==> config.mk <==
export PLATFORM = sky130hd
export DESIGN_NAME = multi_pad_poller
export DESIGN_NICKNAME = d
export VERILOG_FILES = /design/src/rtl/multi_pad_poller_pkg.sv /design/src/rtl/phase_timer.sv /design/src/rtl/poll_seq.sv /design/src/rtl/pad_lane.sv /design/src/rtl/multi_pad_poller.sv
export SDC_FILE = /design/constraint.sdc
export NUM_CORES = 1
export LEC_CHECK = 0
export BUFFER_PORTS_ARGS = -buffer_cell sky130_fd_sc_hd__buf_2
export CAP_MARGIN = 20
export CORE_MARGIN = 1
export CORE_UTILIZATION = 55
export DETAILED_ROUTE_END_ITERATION = 7
export PLACE_DENSITY = 0.77
export SYNTH_ARGS = -nofsm -noshare
export SYNTH_HDL_FRONTEND = slang
export SYNTH_SLANG_ARGS = --single-unit
==> constraint.sdc <==
create_clock -name clk_i -period 2.2 [get_ports clk_i]
set_clock_uncertainty 0.1 [all_clocks]
set_input_delay 0.44 -clock clk_i [delete_from_list [all_inputs] [get_ports clk_i]]
set_output_delay 0.44 -clock clk_i [all_outputs]
set_load 0.005 [all_outputs]
==> src/rtl/multi_pad_poller_pkg.sv <==
package multi_pad_poller_pkg;

  typedef enum logic [1:0] {
    PH_IDLE  = 2'd0,
    PH_LATCH = 2'd1,
    PH_LOW   = 2'd2,
    PH_HIGH  = 2'd3
  } phase_e;

  function automatic int unsigned max3(input int unsigned a, input int unsigned b,
                                       input int unsigned c);
    int unsigned m;
    m = (a > b) ? a : b;
    return (m > c) ? m : c;
  endfunction

endpackage

==> src/rtl/phase_timer.sv <==
module phase_timer #(
  parameter int unsigned CNT_W = 4
) (
  input  logic             clk_i,
  input  logic             rst_ni,
  input  logic             load_i,
  input  logic [CNT_W-1:0] value_i,
  output logic             expired_o
);

  logic [CNT_W-1:0] cnt_q;

  always_ff @(posedge clk_i or negedge rst_ni) begin
    if (!rst_ni) begin
      cnt_q <= '0;
    end else if (load_i) begin
      cnt_q <= value_i;
    end else if (cnt_q != '0) begin
      cnt_q <= cnt_q - 1'b1;
    end
  end

  assign expired_o = (cnt_q == '0);

endmodule

==> src/rtl/poll_seq.sv <==
module poll_seq
  import multi_pad_poller_pkg::*;
#(
  parameter int unsigned BITS         = 24,
  parameter int unsigned LATCH_CYC    = 4,
  parameter int unsigned SAMPLE_DLY   = 7,
  parameter int unsigned CLK_HIGH_CYC = 6
) (
  input  logic clk_i,
  input  logic rst_ni,
  input  logic start_i,
  output logic latch_o,
  output logic pclk_o,
  output logic sample_o,
  output logic commit_o,
  output logic done_o
);

  localparam int unsigned MAX_CYC = max3(LATCH_CYC, SAMPLE_DLY, CLK_HIGH_CYC);
  localparam int unsigned CNT_W   = (MAX_CYC > 1) ? $clog2(MAX_CYC) : 1;
  localparam int unsigned BIT_W   = (BITS > 1) ? $clog2(BITS) : 1;
  localparam logic [CNT_W-1:0] LATCH_LD = CNT_W'(LATCH_CYC - 1);
  localparam logic [CNT_W-1:0] LOW_LD   = CNT_W'(SAMPLE_DLY - 1);
  localparam logic [CNT_W-1:0] HIGH_LD  = CNT_W'(CLK_HIGH_CYC - 1);
  localparam logic [BIT_W-1:0] LAST_BIT = BIT_W'(BITS - 1);

  phase_e           state_q, state_d;
  logic             load;
  logic [CNT_W-1:0] load_val;
  logic             expired;
  logic [BIT_W-1:0] bit_q;
  logic             bit_inc;
  logic             latch_q, pclk_q, done_q;

  phase_timer #(.CNT_W(CNT_W)) u_timer (
    .clk_i    (clk_i),
    .rst_ni   (rst_ni),
    .load_i   (load),
    .value_i  (load_val),
    .expired_o(expired)
  );

  always_comb begin
    state_d  = state_q;
    load     = 1'b0;
    load_val = '0;
    sample_o = 1'b0;
    commit_o = 1'b0;
    bit_inc  = 1'b0;
    unique case (state_q)
      PH_IDLE: begin
        if (start_i) begin
          state_d  = PH_LATCH;
          load     = 1'b1;
          load_val = LATCH_LD;
        end
      end
      PH_LATCH: begin
        if (expired) begin
          state_d  = PH_LOW;
          load     = 1'b1;
          load_val = LOW_LD;
        end
      end
      PH_LOW: begin
        // capture point: last cycle of the low period
        if (expired) begin
          sample_o = 1'b1;
          state_d  = PH_HIGH;
          load     = 1'b1;
          load_val = HIGH_LD;
        end
      end
      PH_HIGH: begin
        if (expired) begin
          if (bit_q == LAST_BIT) begin
            commit_o = 1'b1;
            state_d  = PH_IDLE;
          end else begin
            bit_inc  = 1'b1;
            state_d  = PH_LOW;
            load     = 1'b1;
            load_val = LOW_LD;
          end
        end
      end
      default: state_d = PH_IDLE;
    endcase
  end

  always_ff @(posedge clk_i or negedge rst_ni) begin
    if (!rst_ni) begin
      state_q <= PH_IDLE;
      bit_q   <= '0;
      latch_q <= 1'b0;
      pclk_q  <= 1'b1;
      done_q  <= 1'b0;
    end else begin
      state_q <= state_d;
      if (commit_o)     bit_q <= '0;
      else if (bit_inc) bit_q <= bit_q + 1'b1;
      // line drivers registered from next phase: glitch-free pins
      latch_q <= (state_d == PH_LATCH);
      pclk_q  <= (state_d != PH_LOW);
      done_q  <= commit_o;
    end
  end

  assign latch_o = latch_q;
  assign pclk_o  = pclk_q;
  assign done_o  = done_q;

endmodule

==> src/rtl/pad_lane.sv <==
module pad_lane #(
  parameter int unsigned WORD_W = 24
) (
  input  logic              clk_i,
  input  logic              rst_ni,
  input  logic              sample_i,
  input  logic              commit_i,
  input  logic              data_i,
  output logic [WORD_W-1:0] word_o
);

  logic [WORD_W-1:0] shift_q;
  logic [WORD_W-1:0] word_q;

  always_ff @(posedge clk_i or negedge rst_ni) begin
    if (!rst_ni) begin
      shift_q <= '0;
      word_q  <= '0;
    end else begin
      if (sample_i) shift_q <= {shift_q[WORD_W-2:0], data_i};
      if (commit_i) word_q  <= shift_q;
    end
  end

  assign word_o = word_q;

endmodule

==> src/rtl/multi_pad_poller.sv <==
module multi_pad_poller #(
  parameter int unsigned NUM_PADS     = 4,
  parameter int unsigned GROUPS       = 3,
  parameter int unsigned GROUP_BITS   = 8,
  parameter int unsigned LATCH_CYC    = 4,
  parameter int unsigned SAMPLE_DLY   = 7,
  parameter int unsigned CLK_HIGH_CYC = 6,
  localparam int unsigned WORD_W      = GROUPS * GROUP_BITS
) (
  input  logic                       clk_i,
  input  logic                       rst_ni,
  input  logic                       start_i,
  input  logic [NUM_PADS-1:0]        data_i,
  output logic                       latch_o,
  output logic                       pclk_o,
  output logic                       done_o,
  output logic [NUM_PADS*WORD_W-1:0] words_o
);

  logic sample;
  logic commit;

  poll_seq #(
    .BITS        (WORD_W),
    .LATCH_CYC   (LATCH_CYC),
    .SAMPLE_DLY  (SAMPLE_DLY),
    .CLK_HIGH_CYC(CLK_HIGH_CYC)
  ) u_seq (
    .clk_i   (clk_i),
    .rst_ni  (rst_ni),
    .start_i (start_i),
    .latch_o (latch_o),
    .pclk_o  (pclk_o),
    .sample_o(sample),
    .commit_o(commit),
    .done_o  (done_o)
  );

  for (genvar p = 0; p < NUM_PADS; p++) begin : g_lane
    pad_lane #(.WORD_W(WORD_W)) u_lane (
      .clk_i   (clk_i),
      .rst_ni  (rst_ni),
      .sample_i(sample),
      .commit_i(commit),
      .data_i  (data_i[p]),
      .word_o  (words_o[p*WORD_W +: WORD_W])
    );
  end

endmodule

* Word-level counts from Yosys, hierarchy flattened
Index checks and enable logic that the tools add are counted.
Storage, ports and cells: flip-flop bits (word level) 205, output and inout bits 99, word-level logic and storage cells 54
Operators by class: $add $sub $neg 2, equality and inequality tests 6, mux-type cells 26, reductions and logical operators 6
Operator list (number):
- 3-bit two-way mux | 6
- 2-bit two-way mux | 6
- 3-bit case mux with 4 select lines | 1
- 5-bit two-way mux | 2
- 1-bit two-way mux | 9
- 2-bit case mux with 4 select lines | 1
- 5-bit by 1-bit adder with 5-bit output, second input constant | 1
- 5-bit equality test, second input constant | 1
- 2-bit by 1-bit equality test with 1-bit output, second input constant | 2
- 2-bit equality test, second input constant | 2
- 2-bit nonzero test | 2
- 3-bit logical NOT | 1
- 1-bit case mux with 3 select lines | 1
- 3-bit nonzero test | 1
- 3-bit by 1-bit subtractor with 3-bit output, second input constant | 1
- 2-bit logical NOT | 1
- 2-bit != test, second input constant | 1
- 2-bit OR reduction | 1

* Depth between registers and ports, before layout
Gate-level depths: netlist of the first run.
depth in word-level cells 6, gate-level depth with buffers 8, depth with buffers taken out 6

* Modules after synthesis
From an unflattened synthesis of the first run, not the netlist that was laid out.
Unflattened totals: cell total of the unflattened synthesis 493, area total of the unflattened synthesis 8827.2 µm²
By module, submodules not included:
- pad_lane | times used 4, cells an instance 102, area each 1994.4 µm²
- poll_seq | times used 1, cells an instance 64, area each 649.4 µm²
- phase_timer | times used 1, cells an instance 21, area each 200.2 µm²

* Worst setup path before layout of the first run
OpenSTA, ideal clock, no wires.
path kind register to register, start point register u_seq.u_timer.cnt_q[0], end point register g_lane[0].u_lane.shift_q[0], setup time 0.125 ns, arrival 1.653 ns, required time 1.975 ns, slack 0.322 ns, stages on the path, launching flop included 9, cell sequence dfrtp_1 -> inv_1 -> ha_1 -> nor2b_1 -> buf_4 -> nand2_2 -> buf_6 -> buf_6 -> mux2_4
Between the ends: word-level cells in the longest chain between the ends 3
Ends and longest elaborated chain:
- start: declaration | RTL line phase_timer.sv:11 | logic [CNT_W-1:0] cnt_q;
- start signal: assignment | RTL line phase_timer.sv:17 | cnt_q <= value_i;
- start signal: assignment | RTL line phase_timer.sv:19 | cnt_q <= cnt_q - 1'b1;
- 3-bit logical NOT | RTL line phase_timer.sv:23 | assign expired_o = (cnt_q == '0);
- 1-bit two-way mux | RTL line poll_seq.sv:67 | if (expired) begin
- 1-bit two-way mux | RTL line poll_seq.sv:50 | unique case (state_q)
- end signal: assignment | RTL line pad_lane.sv:20 | if (sample_i) shift_q <= {shift_q[WORD_W-2:0], data_i};
- end: declaration | RTL line pad_lane.sv:12 | logic [WORD_W-1:0] shift_q;
No other way between the ends. A chain may end at the register's enable or synchronous reset.

* Worst setup path after layout of the first run
start point register u_seq.u_timer.cnt_q[0], end point register g_lane[1].u_lane.word_q[1]
Between the ends: word-level cells in the longest chain between the ends 3
Ends and longest elaborated chain:
- 3-bit logical NOT | RTL line phase_timer.sv:23
- 1-bit two-way mux | RTL line poll_seq.sv:75 | if (expired) begin
- 1-bit two-way mux | RTL line poll_seq.sv:50
- end signal: assignment | RTL line pad_lane.sv:21 | if (commit_i) word_q <= shift_q;
- end: declaration | RTL line pad_lane.sv:13 | logic [WORD_W-1:0] word_q;
No other way between the ends.

==> results.cfg, run 1 <==
[synth]
synth-edff-count = 0
synth_top_area_cell = dfrtp_1
ys_top_cells_by_area = dfrtp_1, mux2_2, mux2_4
ys_warn_count = 0
synth-seq-cells = 205
ys_async_sr_fraction_pct = 100
synth_top_area_share_pct = 63.2
yosysMostFrequentCell = dfrtp_1
ys_types = 35
ys_top_cells_by_count = dfrtp_1, mux2_2, mux2_4
synth_nets = 503
syn_area_per_cell_um2 = 16.5
syn_area_um2 = 8080
synth_cells = 489
ys_seq_area_share_pct = 63.5
synth_flop_cell = dfrtp_1

[critical_path]
crit_buf_inv = 2
crit_path_cell_trace = inv_1 -> ha_1 -> nand3b_2 -> nor2_4 -> buf_12 -> mux2_2
crit_arrival_ns = 2.30
slowest_delay_ns = 0.41
crit_required_ns = 2.46
worst_path_max_delay_cell = dfrtp_1
worst_setup_path_start_kind = flip-flop
end_kind = flip-flop
cp_max_fo = 33
critical-path-top-delay-family = simple AND/OR/NAND/NOR gates
critical_path_class = flip-flop to flip-flop

[power]
leakagePower_nw = 5.19
total_power_w = 0.00736
power_density_nw_per_um2 = 771
vdd_drop_max_mv = 0.638

[sta]
period_share_pct = 92.7
hold_ws_ns = 0.0928
setup_tns_ns = 0
setup_viol_count_final = 0
relSlewSlack_pct = 68.3
period_needed_ns = 2.04
hold_violations = 0
fmax_mhz = 491
rsz0062_at_grt = no
finalMaxSlewViolations = 0
worst_slew_pin_slew_ns = 0.475

[clock_tree]
cts_buffers = 21
clock_latency_ns = 0.49
clk_pin_slew_ns = 0.06
cts_buffer_depth = 3
h-tree-depth = 1
root_buffer = clkbuf_16
tritoncts = done
cts_sinks = 205
cts_resized = 0

[place]
dp_hpwl_mm = 8.75
portBuffers = 105
place.gp.congestion = 0.792
dpl_cell_area_um2 = 8860
dp_cells = 763

[routing]
drc = 0
num_vias = 4353
viasPerCell = 5.43
drtAntennaViolNets = 0
wl_mm = 13.6
avgRoutedWirePerCell_um = 17.0
dr.first_iter.drc_count = 187
dr.pass1.iters = 4

[layout]
fin_cells = 801
drive_gt1_share_pct = 56.0
n_fill_cell = 959
fin_area_um2 = 9550
syn_to_final_growth_pct = 18.1
n_antenna_cell = 0
fin_nets = 621

[worst_hold_path]
hold_path.class = input pin to flip-flop

[grt]
grt_max_degree = 62
overflow = 0
antenna_found_initial = 0
grt_pass1_vias = 4528
grt_usage_pct = 18.9
grt_pass1_wl_mm = 22.8

[floorplan]
start_util_pct = 57.3
die_height_um = 123
pin_count = 106
die_area_um2 = 15200
rows = 43
core_region_area_um2 = 14100
die-width_um = 123

[job]
cap_violations = 0

[status]
outcome = complete, no violations
through the flow:
stage / utilization, % / worst slack [ns]
floorplan: - / 0.322
global placement: 62.9 / 0.251
detailed placement: 62.9 / 0.171
CTS: 67.7 / 0.158
global route: 67.7 / 0.0542
finish: 67.7 / 0.162
routing by layer:
layer / global-route usage (%) / part of all wire (%) / vias to the layer above
li1: - / - / 1968
met1: 26.1 / 45 / 2240
met2: 29.3 / 46 / 119
met3: 5.35 / 7.1 / 26
met4: 5.27 / 2.0 / 0
met5: 0 / 0 / -
power by group:
group          switching (W)  internal (W)  total (W)
logic              0.0000787     0.0000338   0.000112
clock network        0.00138       0.00206    0.00344
registers          0.0000139       0.00379    0.00380
cells by family (layout without fill, tap and decap cells):
| group | after synthesis | in the layout | synth area share, % |
|---|---|---|---|
| flops | 205 | 205 | 63.5 |
| mux | 192 | 192 | 28.6 |
| simple gates | 32 | 32 | 2.49 |
| buf+inv | 28 | 160 | 2.32 |
| compound gates | 24 | 24 | 1.89 |
| fa+ha+maj | 7 | 7 | 1.08 |
| xor+xnor | 1 | 1 | 0.108 |
placed cells by master, fill, tap and decap left out, drive strengths merged, types with 3 or more instances in the layout:
master	instances
nand3	3
o21ai	8
dfrtp	204
clkbuf	28
nor2b	5
inv	7
clkinv	7
ha	7
nand2	9
o211ai	3
a21oi	5
nor2	3
mux2	192
nor3	3
buf	115
state kept, by name (all words and copies together) (netlist names):
| register | flops |
|---|---|
| g_lane.u_lane.shift_q | 96 |
| g_lane.u_lane.word_o | 96 |
| u_seq.bit_q | 5 |
| u_seq.u_timer.cnt_q | 3 |
| u_seq.state_q | 2 |
| u_seq.done_o | 1 |
| u_seq.latch_o | 1 |
| u_seq.pclk_o | 1 |
final timing paths:
path,startpoint,endpoint,slack [ns],cells past startpoint
max in group asynchronous,rst_ni,g_lane[1].u_lane.shift_q[16]$_DFFE_PN0P_,0.92,3
hold / removal,data_i[3],g_lane[3].u_lane.shift_q[0]$_DFFE_PN0P_,0.09,2
setup reg to reg,u_seq.u_timer.cnt_q[0]$_DFFE_PN0P_,g_lane[1].u_lane.word_o[1]$_DFFE_PN0P_,0.16,6
setup / recovery,u_seq.u_timer.cnt_q[0]$_DFFE_PN0P_,g_lane[1].u_lane.word_o[1]$_DFFE_PN0P_,0.16,6
hold reg to reg,g_lane[0].u_lane.word_o[11]$_DFFE_PN0P_,g_lane[0].u_lane.word_o[11]$_DFFE_PN0P_,0.40,1
min in group asynchronous,rst_ni,g_lane[2].u_lane.shift_q[16]$_DFFE_PN0P_,0.39,2
worst reg2reg max path, stage by stage, from the launching register on:
cell and delay (ns):
dfrtp_1 0.41, inv_1 0.10, ha_1 0.25, nand3b_2 0.19
nor2_4 0.24, buf_12 0.26, mux2_2 0.38
layout make-up:
| type | count | area, um2 | area share, % |
|---|---|---|---|
| well taps | 180 | 225 | 2.36 |
| multi-input cells | 256 | 2770 | 29.0 |
| flip-flops and latches | 205 | 5130 | 53.8 |
| inverters | 6 | 22.5 | 0.236 |
| clock inverters | 10 | 104 | 1.09 |
| repair buffers | 117 | 727 | 7.62 |
| clock buffers | 27 | 568 | 5.95 |
repair_timing:
item	in CTS	in global routing
hold buffers	1	0
buffers inserted	0	0
endpoints found under the hold margin	52	0
No activity file was read; power rests on OpenSTA's default activity.
==> run 2: changes to the inputs <==
--- a/config.mk
+++ b/config.mk
@@ -5,6 +5,7 @@
 export SDC_FILE = /design/constraint.sdc
 export NUM_CORES = 1
 export LEC_CHECK = 0
+export ABC_AREA = 1
 export BUFFER_PORTS_ARGS = -buffer_cell sky130_fd_sc_hd__buf_2
 export CAP_MARGIN = 20
 export CORE_MARGIN = 1
==> run 2 against run 1 <==
Compared with the run above:
- sequential share of layout area grew 0.18 points
- clock power up 10%
- synthesized cell count grew 65%
- area after synthesis decreased by 0.28%
- critical path depth grew 4
- non-clock buffer count up 1
- first-iteration DRC count grew 79%
- largest power group unchanged
- highest routed layer unchanged
==> results.cfg, run 2 <==
[status]
outcome = complete, no violations

[floorplan]
die_area_um2 = 15100
core_region_area_um2 = 14100
rows = 43
start_util_pct = 57.2
die-width_um = 123
die_height_um = 123
pin_count = 106

[clock_tree]
post-cts-setup-buffers = 0
cts_sinks = 205
root_buffer = clkbuf_16
cts_buffers = 22
clock_latency_ns = 0.49
clk_pin_slew_ns = 0.06
h-tree-depth = 1
tritoncts = done
cts_buffer_depth = 3

[critical_path]
worst_setup_path_start_kind = flip-flop
critical-path-top-delay-family = simple AND/OR/NAND/NOR gates
crit_required_ns = 2.46
crit_path_cell_trace = inv_1 -> ha_1 -> inv_1 -> nor2_4 -> nand2_4 -> nor2_8 -> inv_8 -> buf_4 -> nand2_1 -> o21ai_1
reg2regPathDepth = 10
r2r-start = u_seq.u_timer.cnt_q[0]$_DFFE_PN0P_
worst-path-stages = 10
critical_path_class = flip-flop to flip-flop
r2r_setup_slack_ns = 0.21
path_common_cell = inv_1
crit_arrival_ns = 2.25
r2r_end = g_lane[3].u_lane.word_o[7]$_DFFE_PN0P_
end_kind = flip-flop
worst_path_max_delay_cell = dfrtp_1
cp_max_fo = 52
slowest_delay_ns = 0.39
crit_buf_inv = 4

[synth]
synth_nets = 823
synth_top_area_cell = dfrtp_1
ys_seq_area_share_pct = 63.7
ys_warn_count = 0
syn_area_um2 = 8060
ys_types = 23
syn_area_per_cell_um2 = 9.96
ys_async_sr_fraction_pct = 100
synth-seq-cells = 205
synth_cells = 809
yosysMostFrequentCell = dfrtp_1
synth_flop_cell = dfrtp_1
ys_top_cells_by_area = dfrtp_1, nand2_1, o21ai_0
ys_top_cells_by_count = dfrtp_1, nand2_1, inv_1
synth-edff-count = 0
synth_top_area_share_pct = 63.3

[layout]
n_antenna_cell = 0
drive_gt1_share_pct = 23.2
mostFrequentLayoutCells = dfrtp_1, nand2_1, inv_1, buf_2, o21ai_0
syn_to_final_growth_pct = 18.1
fin_nets = 924
layout_commonest_cell = dfrtp_1
fin_area_um2 = 9510

[routing]
dr.pass1.iters = 5
wl_mm = 14.3
num_vias = 5405
dr.first_iter.drc_count = 335
drtAntennaViolNets = 0
viasPerCell = 4.89
drc = 0
avgRoutedWirePerCell_um = 13.0

[sta]
final.setup.worst_slack_ns = 0.214
rsz0062_at_grt = no
setup_viol_count_final = 0
setup_tns_ns = 0
fmax_mhz = 504
finalMaxSlewViolations = 0
hold_violations = 0
period_needed_ns = 1.99
period_share_pct = 90.3
relSlewSlack_pct = 73.5
worst_slew_pin_slew_ns = 0.398

[grt]
grt_max_degree = 92
grt_usage_pct = 20.2
grt_pass1_wl_mm = 24.5
antenna_found_initial = 0
overflow = 0
grt_pass1_vias = 5152

[place]
dp_hpwl_mm = 9.15
pre_cts_ws_ns = 0.200
dpl_cell_area_um2 = 8740
place.gp.congestion = 0.813
portBuffers = 105

[power]
power_density_nw_per_um2 = 810
vdd_drop_max_mv = 0.586
leakagePower_nw = 4.80
total_power_w = 0.00771

[worst_hold_path]
min_to = g_lane[1].u_lane.shift_q[0]$_DFFE_PN0P_
hold_path.class = input pin to flip-flop
worstHoldPathCells = 3
hold_start = data_i[1]

[job]
cap_violations = 0
-- run 2: changes by cell type after synthesis, sizes merged, moves of 3 or more --
cell,change
nand2,+212
mux2,-192
o21ai,+182
inv,+103
clkbuf,+20
nor2,+12
nor2b,-5
a21oi,+4
nand3,+3
nor3,-3
o211ai,-3
-- run 2: worst max-delay path by stage --
stage,start,to,slack [ns]
final,u_seq.u_timer.cnt_q[0]$_DFFE_PN0P_,g_lane[3].u_lane.word_o[7]$_DFFE_PN0P_,0.21
after global routing,u_seq.u_timer.cnt_q[0]$_DFFE_PN0P_,g_lane[3].u_lane.word_o[9]$_DFFE_PN0P_,0.03
after CTS,u_seq.u_timer.cnt_q[0]$_DFFE_PN0P_,g_lane[1].u_lane.word_o[6]$_DFFE_PN0P_,0.17
after detailed placement,u_seq.u_timer.cnt_q[0]$_DFFE_PN0P_,g_lane[3].u_lane.word_o[9]$_DFFE_PN0P_,0.20
after global placement,u_seq.u_timer.cnt_q[0]$_DFFE_PN0P_,g_lane[3].u_lane.word_o[11]$_DFFE_PN0P_,0.28
after floorplan,u_seq.u_timer.cnt_q[0]$_DFFE_PN0P_,g_lane[0].u_lane.word_o[0]$_DFFE_PN0P_,0.49
-- run 2: cell type report --
cell class                 count  area (um2)
tap                          180         225
inverter                     109         417
timing repair buffer         118         722
multi-input combinational    454        2250
clock inverter                11         138
fill                        1095        4580
sequential                   205        5130
clock buffer                  29         628
-- run 2: where the power goes --
part	switching (W)	internal (W)
Sequential	0.00000864	0.00379
Combinational	0.0000918	0.0000280
Clock	0.00143	0.00237
Total	0.00153	0.00618
-- run 2: timing repair --
action                                 in CTS  in global routing
setup endpoints to repair                   0                  3
endpoints found under the hold margin      43                  0
hold buffers                                1                  0
resized for setup                           0                  1
-- run 2: worst register-to-register path, cell delays in order (launching register included) --
cell     delay [ns]
dfrtp_1        0.39
inv_1          0.10
ha_1           0.18
inv_1          0.07
nor2_4         0.22
nand2_4        0.13
nor2_8         0.14
inv_8          0.12
buf_4          0.26
nand2_1        0.09
o21ai_1        0.06
-- run 2: routing by layer --
metal / track usage [%] / share of wire [%]
met4: 4.97 / 1.1
met1: 28.9 / 47
met5: 0 / 0
met3: 5.03 / 5.8
met2: 31.2 / 46
-- run 2: cells by family after synthesis --
group                    Yosys count  share of synthesized area [%]
flip-flops                       205                           63.7
AO/OA/AOI/OAI                    199                           13.8
AND/OR/NAND/NOR                  246                           12.7
adder cells (fa/ha/maj)            7                           1.09
XOR/XNOR                           2                          0.217
buffers and inverters            150                           8.46
-- run 2: stage by stage --
stage          utilization (%)  instances  hold WS (ns)
2_1_floorplan                -        809        0.0444
3_3_place_gp              62.0       1065         0.316
3_5_place_dp              62.0       1065         0.313
4_1_cts                   67.5       1106         0.113
5_1_grt                   67.5       1106         0.124
6_report                  67.5       1106         0.129
==> run 3: changes to the inputs <==
--- a/config.mk
+++ b/config.mk
@@ -11,7 +11,7 @@
 export CORE_MARGIN = 1
 export CORE_UTILIZATION = 55
 export DETAILED_ROUTE_END_ITERATION = 7
-export PLACE_DENSITY = 0.77
+export PLACE_DENSITY = 0.82
 export SYNTH_ARGS = -nofsm -noshare
 export SYNTH_HDL_FRONTEND = slang
 export SYNTH_SLANG_ARGS = --single-unit
==> run 3 against run 2 <==
Compared with the run above:
- sequential power about the same
- non-clock buffer count up 2
- first-iteration DRC count down 7.5%
- via count up 1.6%
- global-route usage up 0.25 points
- critical path type unchanged
- critical endpoint is now g_lane[1].u_lane.word_o[22]$_DFFE_PN0P_
- largest power group unchanged
- highest routed layer unchanged
==> results.cfg, run 3 (synthesized netlist as in run 2, its figures left out) <==
[status]
outcome = complete, no violations

[clock_tree]
tritoncts = done
h-tree-depth = 1
clk_pin_slew_ns = 0.06
cts_sinks = 205
cts_buffer_depth = 3
clock_latency_ns = 0.49
root_buffer = clkbuf_16
cts_buffers = 21

[layout]
fin_area_um2 = 9530
n_antenna_cell = 0
mostFrequentLayoutCells = dfrtp_1, nand2_1, inv_1, buf_2, o21ai_0
fin_util_pct = 67.6
syn_to_final_growth_pct = 18.2
layout_commonest_cell = dfrtp_1
fin_nets = 927
n_fill_cell = 1094
drive_gt1_share_pct = 23.6

[worst_hold_path]
hold_path.class = input pin to flip-flop
hold_start = data_i[2]
min_to = g_lane[2].u_lane.shift_q[0]$_DFFE_PN0P_
worstHoldPathCells = 3

[critical_path]
crit_buf_inv = 4
critical_path_class = flip-flop to flip-flop
crit_path_cell_trace = inv_1 -> ha_1 -> inv_1 -> nor2_4 -> nand2_4 -> nor2_8 -> clkinv_16 -> buf_12 -> nand2_1 -> o21ai_1
end_kind = flip-flop
worst_path_max_delay_cell = dfrtp_1
r2r_end = g_lane[1].u_lane.word_o[22]$_DFFE_PN0P_
reg2regPathDepth = 10
critical-path-top-delay-family = simple AND/OR/NAND/NOR gates
slowest_delay_ns = 0.37
crit_required_ns = 2.46
crit_arrival_ns = 2.34
worst_setup_path_start_kind = flip-flop
cp_max_fo = 58
r2r-start = u_seq.u_timer.cnt_q[0]$_DFFE_PN0P_
r2r_setup_slack_ns = 0.12
path_common_cell = inv_1

[grt]
grt_usage_pct = 20.4
overflow = 0
antenna_found_initial = 0
grt_pass1_wl_mm = 24.7
grt_pass1_vias = 5243
grt_max_degree = 71

[sta]
rsz0062_at_grt = no
setup_tns_ns = 0
worst_slew_pin_slew_ns = 0.431
finalMaxSlewViolations = 0
setup_viol_count_final = 0
period_needed_ns = 2.08
hold_violations = 0
relSlewSlack_pct = 71.3
period_share_pct = 94.6
fmax_mhz = 481
final.setup.worst_slack_ns = 0.120

[routing]
dr.first_iter.drc_count = 310
dr.pass1.iters = 5
num_vias = 5494
drc = 0
avgRoutedWirePerCell_um = 13.6
drtAntennaViolNets = 0
viasPerCell = 4.96
wl_mm = 15.1

[power]
vdd_drop_max_mv = 0.572
p_int_w = 0.00597
power_density_nw_per_um2 = 787
seqPwrFrac_pct = 50.7
power.share.switching_pct = 20.3
power.switching_w = 0.00152
clkPwrFrac_pct = 47.8
leakagePower_nw = 4.80
combPwrFrac_pct = 1.6

[place]
place.gp.congestion = 0.783
pre_cts_ws_ns = 0.166
portBuffers = 105
dpl_cell_area_um2 = 8730
dp_hpwl_mm = 9.49

[floorplan]
die-width_um = 123
core_region_area_um2 = 14100
die_height_um = 123
start_util_pct = 57.2
die_area_um2 = 15100
rows = 43
pin_count = 106

[job]
cap_violations = 0
==> run 3: changes by cell type in the layout (fill, tap and decap cells not counted), moves of 2 or more <==
cell        delta
clkinv_4       -2
clkinvlp_4     +2
clkbuf_16      -2
clkbuf_8       +2
clkbuf_1       -2
==> run 3: how the worst max path moves through the flow <==
stage | startpoint | end | slack [ns] | cells after the start
final | u_seq.u_timer.cnt_q[0]$_DFFE_PN0P_ | g_lane[1].u_lane.word_o[22]$_DFFE_PN0P_ | 0.12 | 10
after global routing | u_seq.u_timer.cnt_q[0]$_DFFE_PN0P_ | g_lane[1].u_lane.word_o[22]$_DFFE_PN0P_ | 0.001 | 10
after CTS | u_seq.u_timer.cnt_q[0]$_DFFE_PN0P_ | g_lane[1].u_lane.word_o[22]$_DFFE_PN0P_ | 0.11 | 10
after detailed placement | u_seq.u_timer.cnt_q[0]$_DFFE_PN0P_ | g_lane[2].u_lane.word_o[19]$_DFFE_PN0P_ | 0.17 | 10
after global placement | u_seq.u_timer.cnt_q[0]$_DFFE_PN0P_ | g_lane[0].u_lane.word_o[11]$_DFFE_PN0P_ | 0.25 | 10
after floorplan | u_seq.u_timer.cnt_q[0]$_DFFE_PN0P_ | g_lane[0].u_lane.word_o[0]$_DFFE_PN0P_ | 0.49 | 11
==> run 3: per-stage QoR <==
stage	std cells	hold WS, ns	power (W)
after floorplan	809	0.0444	0.00389
after global placement	1063	0.279	0.00399
after detailed placement	1063	0.278	0.00399
after CTS	1102	0.0865	0.00759
after global routing	1108	0.0954	0.00777
final	1108	0.101	0.00750
==> run 3: area by class of cell <==
type	instances	area, um2	share of cell area [%]
Timing Repair Buffer	120	749	7.87
Timing Repair inverter	2	22.5	0.236
Clock buffer	27	598	6.28
Clock inverter	11	114	1.19
Tap cell	180	225	2.36
Sequential cell	205	5130	53.8
Inverter	109	435	4.57
Multi-Input combinational cell	454	2250	23.6
==> run 3: tightest hold or removal path, cell delays in order <==
cell and delay (ns):
buf_2 0.07, nor2_1 0.04, a21oi_1 0.10
==> run 3: repair_timing <==
action	4_1_cts	5_1_grt
hold buffers	1	0
endpoints found under the setup margin	0	15
setup buffers	0	4
gates resized for setup	0	3
endpoints found under the hold margin	34	0
==> run 3: power groups by stage <==
stage | Combinational, W | Clock [W] | Sequential (W)
floorplan | 0.0000226 | 0 | 0.00387
global placement | 0.000121 | 0 | 0.00387
detailed placement | 0.000124 | 0 | 0.00387
CTS | 0.000126 | 0.00367 | 0.00380
global route | 0.000142 | 0.00383 | 0.00380
finish | 0.000119 | 0.00358 | 0.00380
==> run 3: layer usage <==
metal  wire length, um  global-route usage (%)  vias to the layer above  share of wire (%)
li1                  -                       -                     2757                  -
met1              7030                    28.5                     2601                 47
met2              6980                    32.7                      115                 46
met3               848                    4.75                       21                5.6
met4               238                    4.89                        0                1.6
met5                 0                       0                        -                  0
